--- src/rtl/sector_split_pkg.sv ---
package sector_split_pkg;

    localparam int unsigned SECTOR_W         = 32;
    localparam int unsigned COUNT_W          = 16;
    localparam int unsigned BANK_W           = 10;
    localparam int unsigned LEN_W            = 7;
    localparam int unsigned CMD_W            = 6;
    localparam int unsigned SECTOR_SHIFT     = 9;

    localparam int unsigned DEF_BANK_SECTORS = 32'h007A_7800;
    localparam int unsigned DEF_REG_CAP      = 127;
    localparam int unsigned DEF_BUF_CAP      = 10;
    localparam int unsigned DEF_MAX_ERRS     = 10;
    localparam int unsigned DEF_INT_OFFSET   = 32'h0000_5000;

    localparam logic [CMD_W-1:0] CMD_RD_MULTI = 6'd18;
    localparam logic [CMD_W-1:0] CMD_WR_MULTI = 6'd25;
    localparam logic [CMD_W-1:0] CMD_STOP     = 6'd12;

    typedef enum logic [2:0] {
        S_IDLE,
        S_DIV_GO,
        S_DIV_WAIT,
        S_BANK,
        S_CHUNK,
        S_STOP,
        S_FIN,
        S_FAIL
    } split_state_e;

    typedef struct packed {
        logic [SECTOR_W-1:0] addr;
        logic [LEN_W-1:0]    len;
        logic [CMD_W-1:0]    cmd;
    } chunk_desc_t;

    function automatic int unsigned min_u(input int unsigned a, input int unsigned b);
        return (a < b) ? a : b;
    endfunction

endpackage

--- src/rtl/sector_bank_div.sv ---
module sector_bank_div #(
    parameter int unsigned SECT_W       = 32,
    parameter int unsigned QUOT_W       = 10,
    parameter int unsigned BANK_SECTORS = 32'h007A_7800
) (
    input  logic              clk,
    input  logic              rst,
    input  logic              start,
    input  logic [SECT_W-1:0] dividend,
    output logic              fin,
    output logic [QUOT_W-1:0] quot,
    output logic [SECT_W-1:0] rem
);
    localparam logic [SECT_W-1:0] DIVISOR = SECT_W'(BANK_SECTORS);

    logic              run_q;
    logic              fin_q;
    logic [QUOT_W-1:0] quot_q;
    logic [SECT_W-1:0] rem_q;

    always_ff @(posedge clk) begin
        if (rst) begin
            run_q  <= 1'b0;
            fin_q  <= 1'b0;
            quot_q <= '0;
            rem_q  <= '0;
        end else begin
            fin_q <= 1'b0;
            if (start) begin
                rem_q  <= dividend;
                quot_q <= '0;
                run_q  <= 1'b1;
            end else if (run_q) begin
                if (rem_q >= DIVISOR) begin
                    rem_q  <= rem_q - DIVISOR;
                    quot_q <= quot_q + 1'b1;
                end else begin
                    run_q <= 1'b0;
                    fin_q <= 1'b1;
                end
            end
        end
    end

    assign fin  = fin_q;
    assign quot = quot_q;
    assign rem  = rem_q;
endmodule

--- src/rtl/sector_chunk_calc.sv ---
module sector_chunk_calc
    import sector_split_pkg::*;
#(
    parameter int unsigned BANK_SECTORS = DEF_BANK_SECTORS,
    parameter int unsigned REG_CAP      = DEF_REG_CAP,
    parameter int unsigned BUF_CAP      = DEF_BUF_CAP
) (
    input  logic [COUNT_W-1:0]  remaining,
    input  logic [SECTOR_W-1:0] offset,
    input  logic                use_bank,
    input  logic                hc,
    input  logic                write,
    output chunk_desc_t         desc
);
    localparam int unsigned CAP = min_u(REG_CAP, BUF_CAP);
    localparam logic [COUNT_W-1:0] CAP_CNT = COUNT_W'(CAP);

    logic [LEN_W-1:0]    len_capped;
    logic [SECTOR_W-1:0] bank_room;
    logic [LEN_W-1:0]    len_final;

    always_comb begin
        len_capped = (remaining > CAP_CNT) ? LEN_W'(CAP) : remaining[LEN_W-1:0];
        bank_room  = SECTOR_W'(BANK_SECTORS) - offset;
        len_final  = len_capped;
        if (use_bank && (bank_room < SECTOR_W'(len_capped)))
            len_final = bank_room[LEN_W-1:0];
    end

    assign desc.len  = len_final;
    assign desc.addr = hc ? offset : (offset << SECTOR_SHIFT);
    assign desc.cmd  = write ? CMD_WR_MULTI : CMD_RD_MULTI;
endmodule

--- src/rtl/sector_splitter.sv ---
module sector_splitter
    import sector_split_pkg::*;
#(
    parameter int unsigned BANK_SECTORS = DEF_BANK_SECTORS,
    parameter int unsigned REG_CAP      = DEF_REG_CAP,
    parameter int unsigned BUF_CAP      = DEF_BUF_CAP,
    parameter int unsigned MAX_ERRS     = DEF_MAX_ERRS,
    parameter int unsigned INT_OFFSET   = DEF_INT_OFFSET
) (
    input  logic                clk,
    input  logic                rst,
    input  logic                req_valid,
    input  logic [SECTOR_W-1:0] req_start,
    input  logic [COUNT_W-1:0]  req_count,
    input  logic                req_write,
    input  logic                req_internal,
    input  logic                req_hc,
    output logic                busy,
    output logic                bank_sel_valid,
    output logic [BANK_W-1:0]   bank_sel_num,
    input  logic                bank_sel_done,
    output logic                chunk_valid,
    output logic [CMD_W-1:0]    chunk_cmd,
    output logic [SECTOR_W-1:0] chunk_addr,
    output logic [LEN_W-1:0]    chunk_len,
    input  logic                chunk_done,
    input  logic                chunk_err,
    output logic                stop_valid,
    output logic [CMD_W-1:0]    stop_cmd,
    output logic                req_done,
    output logic                req_fatal
);
    localparam int unsigned ERR_W = $clog2(MAX_ERRS + 1);
    localparam logic [ERR_W-1:0] ERR_LIMIT = ERR_W'(MAX_ERRS);
    localparam logic [SECTOR_W-1:0] OFFSET_V = SECTOR_W'(INT_OFFSET);

    split_state_e        state_q;
    logic [SECTOR_W-1:0] cur_q;
    logic [COUNT_W-1:0]  left_q;
    logic                wr_q;
    logic                int_q;
    logic                hc_q;
    logic [ERR_W-1:0]    errs_q;
    logic [BANK_W-1:0]   bank_q;
    logic                fail_q;

    logic                div_start;
    logic                div_fin;
    logic [BANK_W-1:0]   div_quot;
    logic [SECTOR_W-1:0] div_rem;
    logic [SECTOR_W-1:0] off_sel;
    chunk_desc_t         desc;

    assign div_start = (state_q == S_DIV_GO) && int_q;
    assign off_sel   = int_q ? div_rem : cur_q;

    sector_bank_div #(
        .SECT_W      (SECTOR_W),
        .QUOT_W      (BANK_W),
        .BANK_SECTORS(BANK_SECTORS)
    ) u_div (
        .clk     (clk),
        .rst     (rst),
        .start   (div_start),
        .dividend(cur_q),
        .fin     (div_fin),
        .quot    (div_quot),
        .rem     (div_rem)
    );

    sector_chunk_calc #(
        .BANK_SECTORS(BANK_SECTORS),
        .REG_CAP     (REG_CAP),
        .BUF_CAP     (BUF_CAP)
    ) u_calc (
        .remaining(left_q),
        .offset   (off_sel),
        .use_bank (int_q),
        .hc       (hc_q),
        .write    (wr_q),
        .desc     (desc)
    );

    always_ff @(posedge clk) begin
        if (rst) begin
            state_q <= S_IDLE;
            cur_q   <= '0;
            left_q  <= '0;
            wr_q    <= 1'b0;
            int_q   <= 1'b0;
            hc_q    <= 1'b0;
            errs_q  <= '0;
            bank_q  <= '0;
            fail_q  <= 1'b0;
        end else begin
            case (state_q)
                S_IDLE: begin
                    if (req_valid) begin
                        cur_q   <= req_start + (req_internal ? OFFSET_V : '0);
                        left_q  <= req_count;
                        wr_q    <= req_write;
                        int_q   <= req_internal;
                        hc_q    <= req_hc;
                        errs_q  <= '0;
                        fail_q  <= 1'b0;
                        state_q <= (req_count == '0) ? S_FIN : S_DIV_GO;
                    end
                end
                S_DIV_GO: begin
                    state_q <= int_q ? S_DIV_WAIT : S_CHUNK;
                end
                S_DIV_WAIT: begin
                    if (div_fin)
                        state_q <= (div_quot != bank_q) ? S_BANK : S_CHUNK;
                end
                S_BANK: begin
                    if (bank_sel_done) begin
                        bank_q  <= div_quot;
                        state_q <= S_CHUNK;
                    end
                end
                S_CHUNK: begin
                    if (chunk_done) begin
                        if (chunk_err) begin
                            if (errs_q == ERR_LIMIT)
                                fail_q <= 1'b1;
                            else
                                errs_q <= errs_q + 1'b1;
                        end else begin
                            cur_q  <= cur_q + SECTOR_W'(desc.len);
                            left_q <= left_q - COUNT_W'(desc.len);
                            errs_q <= '0;
                        end
                        state_q <= S_STOP;
                    end
                end
                S_STOP: begin
                    if (fail_q)
                        state_q <= S_FAIL;
                    else if (left_q == '0)
                        state_q <= S_FIN;
                    else
                        state_q <= S_DIV_GO;
                end
                S_FIN:   state_q <= S_IDLE;
                S_FAIL:  state_q <= S_IDLE;
                default: state_q <= S_IDLE;
            endcase
        end
    end

    assign busy           = (state_q != S_IDLE);
    assign bank_sel_valid = (state_q == S_BANK);
    assign bank_sel_num   = div_quot;
    assign chunk_valid    = (state_q == S_CHUNK);
    assign chunk_cmd      = desc.cmd;
    assign chunk_addr     = desc.addr;
    assign chunk_len      = desc.len;
    assign stop_valid     = (state_q == S_STOP);
    assign stop_cmd       = CMD_STOP;
    assign req_done       = (state_q == S_FIN);
    assign req_fatal      = (state_q == S_FAIL);
endmodule

--- config.mk ---
export PLATFORM = sky130hd
export DESIGN_NAME = sector_splitter
export DESIGN_NICKNAME = d
export VERILOG_FILES = /design/src/rtl/sector_split_pkg.sv /design/src/rtl/sector_bank_div.sv /design/src/rtl/sector_chunk_calc.sv /design/src/rtl/sector_splitter.sv
export SDC_FILE = /design/constraint.sdc
export NUM_CORES = 1
export LEC_CHECK = 0
export BUFFER_PORTS_ARGS = -buffer_cell sky130_fd_sc_hd__buf_4
export CORE_UTILIZATION = 55
export CTS_BUF_LIST = sky130_fd_sc_hd__clkbuf_4 sky130_fd_sc_hd__clkbuf_8
export CTS_CLUSTER_DIAMETER = 80
export CTS_CLUSTER_SIZE = 25
export DETAILED_ROUTE_END_ITERATION = 7
export GPL_TIMING_DRIVEN = 0
export PLACE_DENSITY = 0.8
export SYNTH_ARGS = -nofsm -noshare
export SYNTH_HDL_FRONTEND = slang
export SYNTH_SLANG_ARGS = --single-unit
--- constraint.sdc ---
create_clock -name clk -period 6.2 [get_ports clk]
set_input_delay 0.62 -clock clk [delete_from_list [all_inputs] [get_ports clk]]
set_output_delay 0.62 -clock clk [all_outputs]
set_load 0.02 [all_outputs]
# == Word level (Yosys, flattened, before mapping) ==
# Index checks and enable logic that the tools add are counted.
# totals
reg_bits,113
latchBits,0
ramBits,0
romBits,0
inputBits,57
out_inout_bits,67
elab_cells,102
n_memories,0
# op_classes
addsub,7
multipliers,0
n_div,0
order_cmp,3
eq_ne,17
n_shift,0
mux,41
n_bitwise,1
reduce_logical,20
# op_table
operator,count
$mux 32,8
$pmux 32 s2,1
$mux 16,3
$add 32x15->32,1
$add 32x7->32,1
$ge 32x23->1 const B,1
$logic_not 16->1,2
$lt 32x7->1,1
$pmux 16 s2,1
$sub 23x32->32 const A,1
$sub 32x23->32 const B,1
$mux 3,9
$pmux 3 s7,1
$mux 4,5
$gt 16x4->1 const B,1
$sub 16x7->16,1
$mux 15,1
$mux 7,2
$eq 3x3->1 const B,4
$reduce_and 4->1,3
$add 10x1->10 const B,1
$ne 10x10->1,1
$ne 2x1->1 const B,5
$mux 1,8
17 further kinds,26

# == Logic depth before layout (Yosys ltp) ==
# Gate-level depths: netlist of run 1.
# logic_depth
word_depth,9
depth_mapped,32
mapped_depth_nobuf,25

# == Cells and area by module ==
# From an unflattened synthesis of run 1, not the netlist that was laid out.
# unflattened
hier_cells,1142
hier_area_um2,8891.0
# by_module_without_submodules
module,instances,cells_each,area_each_um2,seq_area_each_um2
sector_splitter,1,680,5236.3,1381.3
sector_bank_div,1,264,2309.7,880.8
sector_chunk_calc,1,198,1345.0,0.0

# == Worst setup path after synthesis of run 1 ==
# OpenSTA, ideal clock, no wires.
# synth_path
path_kind,reg2reg
from,register int_q
to,register cur_q[27]
setup_time_ns,0.074
arrival_time_ns,6.994
required_ns,6.126
setup_slack_ns,-0.868
path_stages_with_launch,30
path_buffers,8
synth_period_minus_slack_ns,7.068
cell_sequence,dfxtp_1 > buf_2 > buf_2 > buf_2 > buf_2 > buf_1 > buf_1 > mux2i_1 > ha_1 > nor4b_1 > nand2_1 > a221oi_1 > o21a_1 > o211ai_1 > a21o_1 > a211oi_1 > and4_1 > buf_4 > buf_8 > mux2i_1 > ha_1 > a21o_1 > a21oi_1 > o21bai_1 > a2111oi_0 > nor3b_1 > nor2b_1 > nand4_1 > a2111o_1 > a31oi_1
# synth_via
elab_chain_cells,9
# synth_lines
element,line,rtl
"start, declared",sector_splitter.sv:41,logic int_q;
"start signal, assigned",sector_splitter.sv:102,int_q <= req_internal;
$mux 32,sector_splitter.sv:55,assign off_sel = int_q ? div_rem : cur_q;
$sub 23x32->32,sector_chunk_calc.sv:24,bank_room = SECTOR_W'(BANK_SECTORS) - offset;
$lt 32x7->1,sector_chunk_calc.sv:26,if (use_bank && (bank_room < SECTOR_W'(len_capped)))
$logic_and 1x1->1,sector_chunk_calc.sv:26,
$mux 7 (*),sector_chunk_calc.sv:26,
named net chunk_len[0],sector_splitter.sv:25,"output logic [LEN_W-1:0] chunk_len,"
$add 32x7->32 (*),sector_splitter.sv:130,cur_q <= cur_q + SECTOR_W'(desc.len);
$mux 32 (*),sector_splitter.sv:124,if (chunk_err) begin
$mux 32 (*),sector_splitter.sv:123,if (chunk_done) begin
$pmux 32 s2 (*),sector_splitter.sv:96,case (state_q)
"end signal, assigned",sector_splitter.sv:99,cur_q <= req_start + (req_internal ? OFFSET_V : '0);
"end signal, assigned",sector_splitter.sv:130,
"end, declared",sector_splitter.sv:38,logic [SECTOR_W-1:0] cur_q;
# The timed path passes the listed nets; every way through them passes the cells marked *. The select of a mux whose other input is x is not followed.
# A chain may end at the register's enable or synchronous reset.

# == Worst setup path after layout of run 1 ==
# layout_path
from,register int_q
to,register cur_q[14]
# layout_via
elab_chain_cells,9
# layout_lines
element,line
$mux 32,sector_splitter.sv:55
$sub 23x32->32,sector_chunk_calc.sv:24
$lt 32x7->1,sector_chunk_calc.sv:26
$logic_and 1x1->1,sector_chunk_calc.sv:26
$mux 7 (*),sector_chunk_calc.sv:26
$add 32x7->32 (*),sector_splitter.sv:130
$mux 32 (*),sector_splitter.sv:124
$mux 32 (*),sector_splitter.sv:123
$pmux 32 s2 (*),sector_splitter.sv:96
# Every way passes the cells marked *; elsewhere a longest branch is shown, timed or not. The select of a mux whose other input is x is not followed.

==> results.json, run 1 <==
{
  "layout_cell_share_with_drive_strength_beyond_1_pct": 17.8,
  "worst_slew_pin_slew_ps": 960,
  "failing_checks": "design-rule violations",
  "tritoncts_num_sinks": 113,
  "final-instance-count-excl-fill": 1595,
  "worst_setup_path_endpoint": "cur_q[14]$_SDFFE_PP0P_",
  "antenna_violating_nets_post_route": 0,
  "area_of_the_mapped_netlist_mm2": 0.00882,
  "drt-vias-per-instance": 6.35,
  "ir_drop_mv": 0.360,
  "timing.clock.skew_ps": 11.6,
  "critical_path.most_common_cell": "sky130_fd_sc_hd__buf_12",
  "clock_power_share_pct": 17.6,
  "route.detailed.drc": 9,
  "io-pin-count": 124,
  "antennaDiodeCount": 0,
  "intPower_mw": 2.41,
  "critical_path_depth": 29,
  "fin_crit_sh_pct": 96.4,
  "report.final.setup_viol": 0,
  "multi_input_comb_area_mm2": 0.00635,
  "pwr-share-comb_pct": 60.1,
  "setup.worst_path.end_class": "flip-flop",
  "num-nets-final": 1458,
  "final_core_util_pct": 71.1,
  "cp_data_arrival_time_ps": 6310,
  "critical_path.reg2reg.startpoint": "int_q$_SDFFE_PP0P_",
  "power.static_leakage_nw": 4.24,
  "grt-ovfl-total": 0,
  "register_area_share_after_synthesis_pct": 25.7,
  "switching_power_mw": 2.28,
  "synth_warnings": 0,
  "total_vias_in_the_final_route": 10100,
  "crit_path_largest_cell_delay_ps": 530,
  "antenna_violations_before_repair": 0,
  "cts_max_level": 4,
  "r2r.worst_path.cells": 29,
  "floorplan.rows": 45,
  "power-per-cell-area_mw_per_mm2": 428,
  "critical_path.top_delay_family": "compound AO/OA/AOI/OAI gates",
  "post-layout-total-power_mw": 4.69,
  "total_detailed_routing_wirelength_um": 32200,
  "core_mm2": 0.0154,
  "place.detailed.hpwl_um": 23800,
  "clk_latency_worst_skew_pair_ps": 450,
  "grt_first_pass_wirelength_um": 49500,
  "cts_made_buffers": 17,
  "cts_hold_repair.buffers": 0,
  "cp_data_required_time_ps": 6530,
  "r2r_slack_ps": 220,
  "synth_ff_type": "sky130_fd_sc_hd__dfxtp_1",
  "cts_tree": "yes",
  "seqPwrFrac_pct": 22.3,
  "routabilityCongestion": 0.998,
  "cp-startpoint": "int_q$_SDFFE_PP0P_",
  "synthDominantAreaCellType": "sky130_fd_sc_hd__dfxtp_1",
  "cts_max_path_buffers": 2,
  "dr.first_iter.drc_count": 1297,
  "netlist-cell-type-count": 78,
  "width_of_the_chip_um": 129,
  "power.share.switching_pct": 48.5,
  "ys_ff_latch": 113,
  "layout_commonest_cell": "sky130_fd_sc_hd__nand2_1",
  "start_kind": "flip-flop",
  "synthCells": 1208,
  "crit_type": "reg -> reg",
  "crit_path_max_fanout": 10,
  "result_of_the_run": "finished with violations",
  "floorplan.initialDensity_pct": 57.2,
  "max_freq_mhz": 167,
  "placement.setup.worst_slack_ps": -1570,
  "synth_top_area_share_pct": 25.7,
  "die_height_um": 129,
  "die-area_mm2": 0.0165,
  "hold-worst-slack_ps": 420,
  "final.setup.worst_slack_ps": 223,
  "synth.top_cells.by_area": "sky130_fd_sc_hd__dfxtp_1, sky130_fd_sc_hd__nand2_1, sky130_fd_sc_hd__nor2_1",
  "max_cap_viol_count": 0,
  "synth_edf_count": 0,
  "top_library_cells_by_usage_in_the_layout_fill_and_taps_aside": "sky130_fd_sc_hd__nand2_1, sky130_fd_sc_hd__buf_4, sky130_fd_sc_hd__nor2_1",
  "min-delay-path-class": "in -> reg",
  "synth_area_per_cell_um2": 7.30,
  "worst_slew_margin_rel_pct": 36.0,
  "fillers": 1340,
  "finalMaxSlewViolations": 0,
  "report.final.hold_viol_count": 0,
  "cpMaxStageDelayCell": "sky130_fd_sc_hd__or4_4",
  "async_flop_share_pct": 0,
  "cts_root_buffer": "sky130_fd_sc_hd__clkbuf_8",
  "io_buffers": 113,
  "routed_wire_length_per_instance_um": 20.2,
  "worst_r2r_endpoint": "cur_q[14]$_SDFFE_PP0P_",
  "ff_latch_area_mm2": 0.00227,
  "drt_pre_antenna_iters": 8,
  "vias_in_the_first_global_route": 9211,
  "overall_routing_resource_usage_pct": 39.3,
  "worst_setup_hold_path_clk_slew_ps": 80,
  "grt_start_max_net_pins": 17,
  "place_inst": 1542,
  "cp.buffers_inverters": 7,
  "finalWorstPathRequiredPeriod_ps": 5980,
  "synthToLayoutAreaGrowth_pct": 24.4
}
-- per-stage QoR --
step	area [um^2]	setup TNS, ps
detailed placement	10000	-53390
finish	11000	0
global placement	10000	-53070
CTS	10800	0
floorplan	8900	0
global route	11000	-18.6
-- per-layer routing --
metal	track usage (%)	wire length [um]
met5	0	0
met4	20.4	1530
met3	8.11	3510
met2	61.6	14400
met1	51.0	12800
-- registers in the layout (all words and copies together), names as in the netlist, 3 cells and up --
register    flops
u_div.quot     10
u_div.rem      32
cur_q          32
bank_q         10
state_q         3
left_q         16
errs_q          4
-- synth_stat cells (6+ instances only) --
cell type and count:
sky130_fd_sc_hd__nand2b_1 11, sky130_fd_sc_hd__buf_4 12, sky130_fd_sc_hd__clkbuf_1 71, sky130_fd_sc_hd__or4_1 6, sky130_fd_sc_hd__nor2_1 135, sky130_fd_sc_hd__nor3b_1 7
sky130_fd_sc_hd__a211oi_1 33, sky130_fd_sc_hd__nand2_1 154, sky130_fd_sc_hd__o21a_1 9, sky130_fd_sc_hd__a21oi_1 96, sky130_fd_sc_hd__and2_1 12, sky130_fd_sc_hd__a311oi_1 10
sky130_fd_sc_hd__o21ai_0 56, sky130_fd_sc_hd__a21o_1 7, sky130_fd_sc_hd__dfxtp_1 113, sky130_fd_sc_hd__and4_1 8, sky130_fd_sc_hd__buf_2 8, sky130_fd_sc_hd__o31ai_1 7
sky130_fd_sc_hd__nor4_1 18, sky130_fd_sc_hd__mux2i_1 46, sky130_fd_sc_hd__a22oi_1 6, sky130_fd_sc_hd__ha_1 28, sky130_fd_sc_hd__o211ai_1 8, sky130_fd_sc_hd__nor2b_1 12
sky130_fd_sc_hd__nand4_1 18, sky130_fd_sc_hd__inv_1 32, sky130_fd_sc_hd__nand3_1 29, sky130_fd_sc_hd__xor2_1 26, sky130_fd_sc_hd__and3_1 10, sky130_fd_sc_hd__a31oi_1 12
sky130_fd_sc_hd__or3_1 12, sky130_fd_sc_hd__nor3_1 42, sky130_fd_sc_hd__xnor2_1 51
-- power by group through the flow --
stage | logic (mW) | clock network (mW) | registers, mW
6_report | 2.82 | 0.826 | 1.04
5_1_grt | 3.03 | 0.858 | 1.06
2_1_floorplan | 1.77 | 0 | 0.976
3_5_place_dp | 2.52 | 0 | 1.04
3_3_place_gp | 2.51 | 0 | 1.03
4_1_cts | 2.65 | 0.823 | 1.02
-- worst min-delay path by stage --
stage | start | end | slack, ps | cells after the start
after floorplan | left_q[12]$_SDFFE_PP0P_ | left_q[12]$_SDFFE_PP0P_ | 440 | 2
after global placement | bank_q[8]$_SDFFE_PP0P_ | bank_q[8]$_SDFFE_PP0P_ | 450 | 2
after detailed placement | bank_q[8]$_SDFFE_PP0P_ | bank_q[8]$_SDFFE_PP0P_ | 460 | 2
after CTS | req_write | wr_q$_SDFFE_PP0P_ | 410 | 3
after global routing | req_write | wr_q$_SDFFE_PP0P_ | 420 | 3
final | req_write | wr_q$_SDFFE_PP0P_ | 420 | 3
-- worst register-to-register path, delay by kind of cell, from the launching register on --
family	cells	cell delay (ps)
compound gates	9	1740
fa+ha+maj	3	660
buf+inv	7	940
flops	1	370
mux	2	440
simple gates	8	1700
-- final cells by class --
cell class,count,share of cell area (%)
Tap cell,211,2.41
Sequential cell,113,20.7
Inverter,32,1.10
Buffer,94,4.51
Multi-Input combinational cell,978,57.9
Clock buffer,19,2.33
Timing Repair Buffer,135,9.24
Clock inverter,13,1.88
-- cell families after synthesis --
logic type | after synthesis | synth area share (%)
flops | 113 | 25.7
other cells | 2 | 0.0852
compound gates | 309 | 22.9
fa+ha+maj | 30 | 4.43
simple gates | 497 | 27.0
mux | 53 | 6.12
buf+inv | 127 | 6.16
xor+xnor | 77 | 7.65
-- timing repair --
action	4_1_cts	5_1_grt
endpoints found under the setup margin	53	38
pin swaps	11	10
gates resized for setup	47	33
buffers inserted	9	13
Power figures use the tool's default switching activity.
==> inputs of run 2 (changes only) <==
- PLACE_DENSITY: 0.8 -> 0.78
==> run 2 against run 1 <==
  * The flow now finishes without violations
  * Power is 2.2% lower
  * Cell area is 0.74% lower
  * Sequential power hardly changed
  * Combinational power hardly changed
  * Sequential cell count stayed put
  * Global-route usage is 0.44 points lower
==> results.json, run 2 (synthesized netlist as in run 1, its figures left out) <==
{
  "top_library_cells_by_usage_in_the_layout_fill_and_taps_aside": "sky130_fd_sc_hd__nand2_1, sky130_fd_sc_hd__buf_4, sky130_fd_sc_hd__nor2_1",
  "antenna_violating_nets_post_route": 0,
  "setup_total_negative_slack_ps": 0,
  "cp_data_arrival_time_ps": 6400,
  "placement.setup.worst_slack_ps": -1930,
  "finalWorstPathRequiredPeriod_ps": 6060,
  "worst_slew_pin_slew_ps": 1010,
  "place_inst": 1542,
  "layout_cell_share_with_drive_strength_beyond_1_pct": 17.8,
  "finalMaxSlewViolations": 0,
  "width_of_the_chip_um": 129,
  "routed_wire_length_per_instance_um": 20.4,
  "floorplan.rows": 45,
  "vias_in_the_first_global_route": 8976,
  "overall_routing_resource_usage_pct": 38.8,
  "worst_slew_margin_rel_pct": 31.7,
  "io-pin-count": 124,
  "timing.clock.skew_ps": 21.8,
  "result_of_the_run": "complete, no violations",
  "cts_tree": "yes",
  "num-nets-final": 1459,
  "total_detailed_routing_wirelength_um": 32500,
  "cts_made_buffers": 17,
  "place.detailed.hpwl_um": 24000,
  "clk_latency_worst_skew_pair_ps": 460,
  "cp_data_required_time_ps": 6540,
  "layout_commonest_cell": "sky130_fd_sc_hd__nand2_1",
  "worst_setup_hold_path_clk_slew_ps": 80,
  "max_cap_viol_count": 0,
  "power.static_leakage_nw": 4.20,
  "final.setup.worst_slack_ps": 145,
  "setup.worst_path.end_class": "flip-flop",
  "grt-ovfl-total": 0,
  "power-per-cell-area_mw_per_mm2": 422,
  "min-delay-path-class": "in -> reg",
  "max_freq_mhz": 165,
  "routabilityCongestion": 0.989,
  "fillers": 1354,
  "report.final.hold_viol_count": 0,
  "route.detailed.drc": 0,
  "io_buffers": 113,
  "drt_pre_antenna_iters": 7,
  "fin_crit_sh_pct": 97.7,
  "grt_start_max_net_pins": 19,
  "crit_path_max_fanout": 18,
  "synthToLayoutAreaGrowth_pct": 23.5,
  "cts_max_path_buffers": 2,
  "start_kind": "flip-flop",
  "die-area_mm2": 0.0165,
  "core_mm2": 0.0154,
  "dr.first_iter.drc_count": 1319,
  "report.final.setup_viol": 0,
  "hold-worst-slack_ps": 411,
  "drt-vias-per-instance": 6.35,
  "cts_root_buffer": "sky130_fd_sc_hd__clkbuf_8",
  "cts_max_level": 4,
  "grt_first_pass_wirelength_um": 49000,
  "die_height_um": 129,
  "tritoncts_num_sinks": 113,
  "crit_type": "reg -> reg",
  "ir_drop_mv": 0.413,
  "antenna_violations_before_repair": 0,
  "total_vias_in_the_final_route": 10100,
  "final-instance-count-excl-fill": 1596,
  "floorplan.initialDensity_pct": 57.2
}
-- run 2: changes by cell type in the layout (fill, tap and decap cells not counted), sizes merged --
cell / before / now
clkinv: 4 / 5
bufinv: 5 / 2
buf: 158 / 159
inv: 34 / 32
diode: 0 / 1
clkbuf: 90 / 93
-- run 2: critical path: stages (launching register included) --
cell,delay (ps)
sky130_fd_sc_hd__dfxtp_2,380
sky130_fd_sc_hd__buf_6,120
sky130_fd_sc_hd__buf_4,230
sky130_fd_sc_hd__buf_2,260
sky130_fd_sc_hd__buf_2,260
sky130_fd_sc_hd__buf_2,320
sky130_fd_sc_hd__mux2i_1,650
sky130_fd_sc_hd__o21ai_0,250
sky130_fd_sc_hd__o21bai_1,210
sky130_fd_sc_hd__o2111ai_1,180
sky130_fd_sc_hd__nor4_2,230
sky130_fd_sc_hd__and4_1,260
sky130_fd_sc_hd__buf_6,150
sky130_fd_sc_hd__buf_12,140
sky130_fd_sc_hd__mux2i_4,250
sky130_fd_sc_hd__ha_2,220
sky130_fd_sc_hd__fa_2,210
sky130_fd_sc_hd__a21o_1,130
sky130_fd_sc_hd__a21oi_2,70
sky130_fd_sc_hd__o21bai_1,180
sky130_fd_sc_hd__a21oi_2,110
sky130_fd_sc_hd__o21bai_4,210
sky130_fd_sc_hd__nand4_1,200
sky130_fd_sc_hd__buf_6,210
sky130_fd_sc_hd__o21ai_0,170
sky130_fd_sc_hd__a21boi_1,90
sky130_fd_sc_hd__o21ba_2,230
-- run 2: power breakdown --
group | total (mW) | leakage [nW] | switching [mW] | internal [mW]
Clock | 0.718 | 0.202 | 0.324 | 0.394
Combinational | 2.83 | 3.08 | 1.76 | 1.06
Sequential | 1.04 | 0.921 | 0.185 | 0.859
-- run 2: worst paths after layout --
check | slack, ps | to | cells after the start | start
setup / recovery | 140 | cur_q[28]$_SDFFE_PP0P_ | 26 | int_q$_SDFFE_PP0P_
hold / removal | 410 | wr_q$_SDFFE_PP0P_ | 3 | req_write
setup reg to reg | 140 | cur_q[28]$_SDFFE_PP0P_ | 26 | int_q$_SDFFE_PP0P_
hold reg to reg | 470 | bank_q[6]$_SDFFE_PP0P_ | 2 | bank_q[6]$_SDFFE_PP0P_
-- run 2: area by class of cell --
cell class	instances	area [um^2]	area share, %
clock inverters	9	108	0.988
diodes	1	2.50	0.0230
well taps	211	264	2.43
clock buffers	22	290	2.67
plain buffers	93	475	4.37
repair buffers	137	1030	9.46
flip-flops and latches	113	2260	20.8
multi-input cells	978	6330	58.2
inverters	32	120	1.10
-- run 2: per-stage QoR --
stage | utilization (%) | power, mW | instance area (um^2)
floorplan | - | 2.74 | 8900
global placement | 64.9 | 3.54 | 10000
detailed placement | 64.9 | 3.57 | 10000
CTS | 68.9 | 4.34 | 10600
global route | 70.6 | 4.83 | 10900
finish | 70.6 | 4.59 | 10900
-- run 2: per-layer routing --
| metal | track usage, % | vias to the layer above | wire length (um) |
|---|---|---|---|
| met5 | 0 | - | 0 |
| met4 | 18.7 | 0 | 1310 |
| met3 | 6.69 | 109 | 3630 |
| met2 | 61.6 | 635 | 14700 |
| met1 | 51.2 | 4728 | 12900 |
| li1 | - | 4660 | - |
-- run 2: what timing repair did --
item                                    4_1_cts  5_1_grt
gates resized for setup                      34       41
pin swaps                                    11       20
gates cloned                                  0        1
buffers inserted                             10       14
hold buffers                                  0        0
endpoints found under the setup margin       55       36
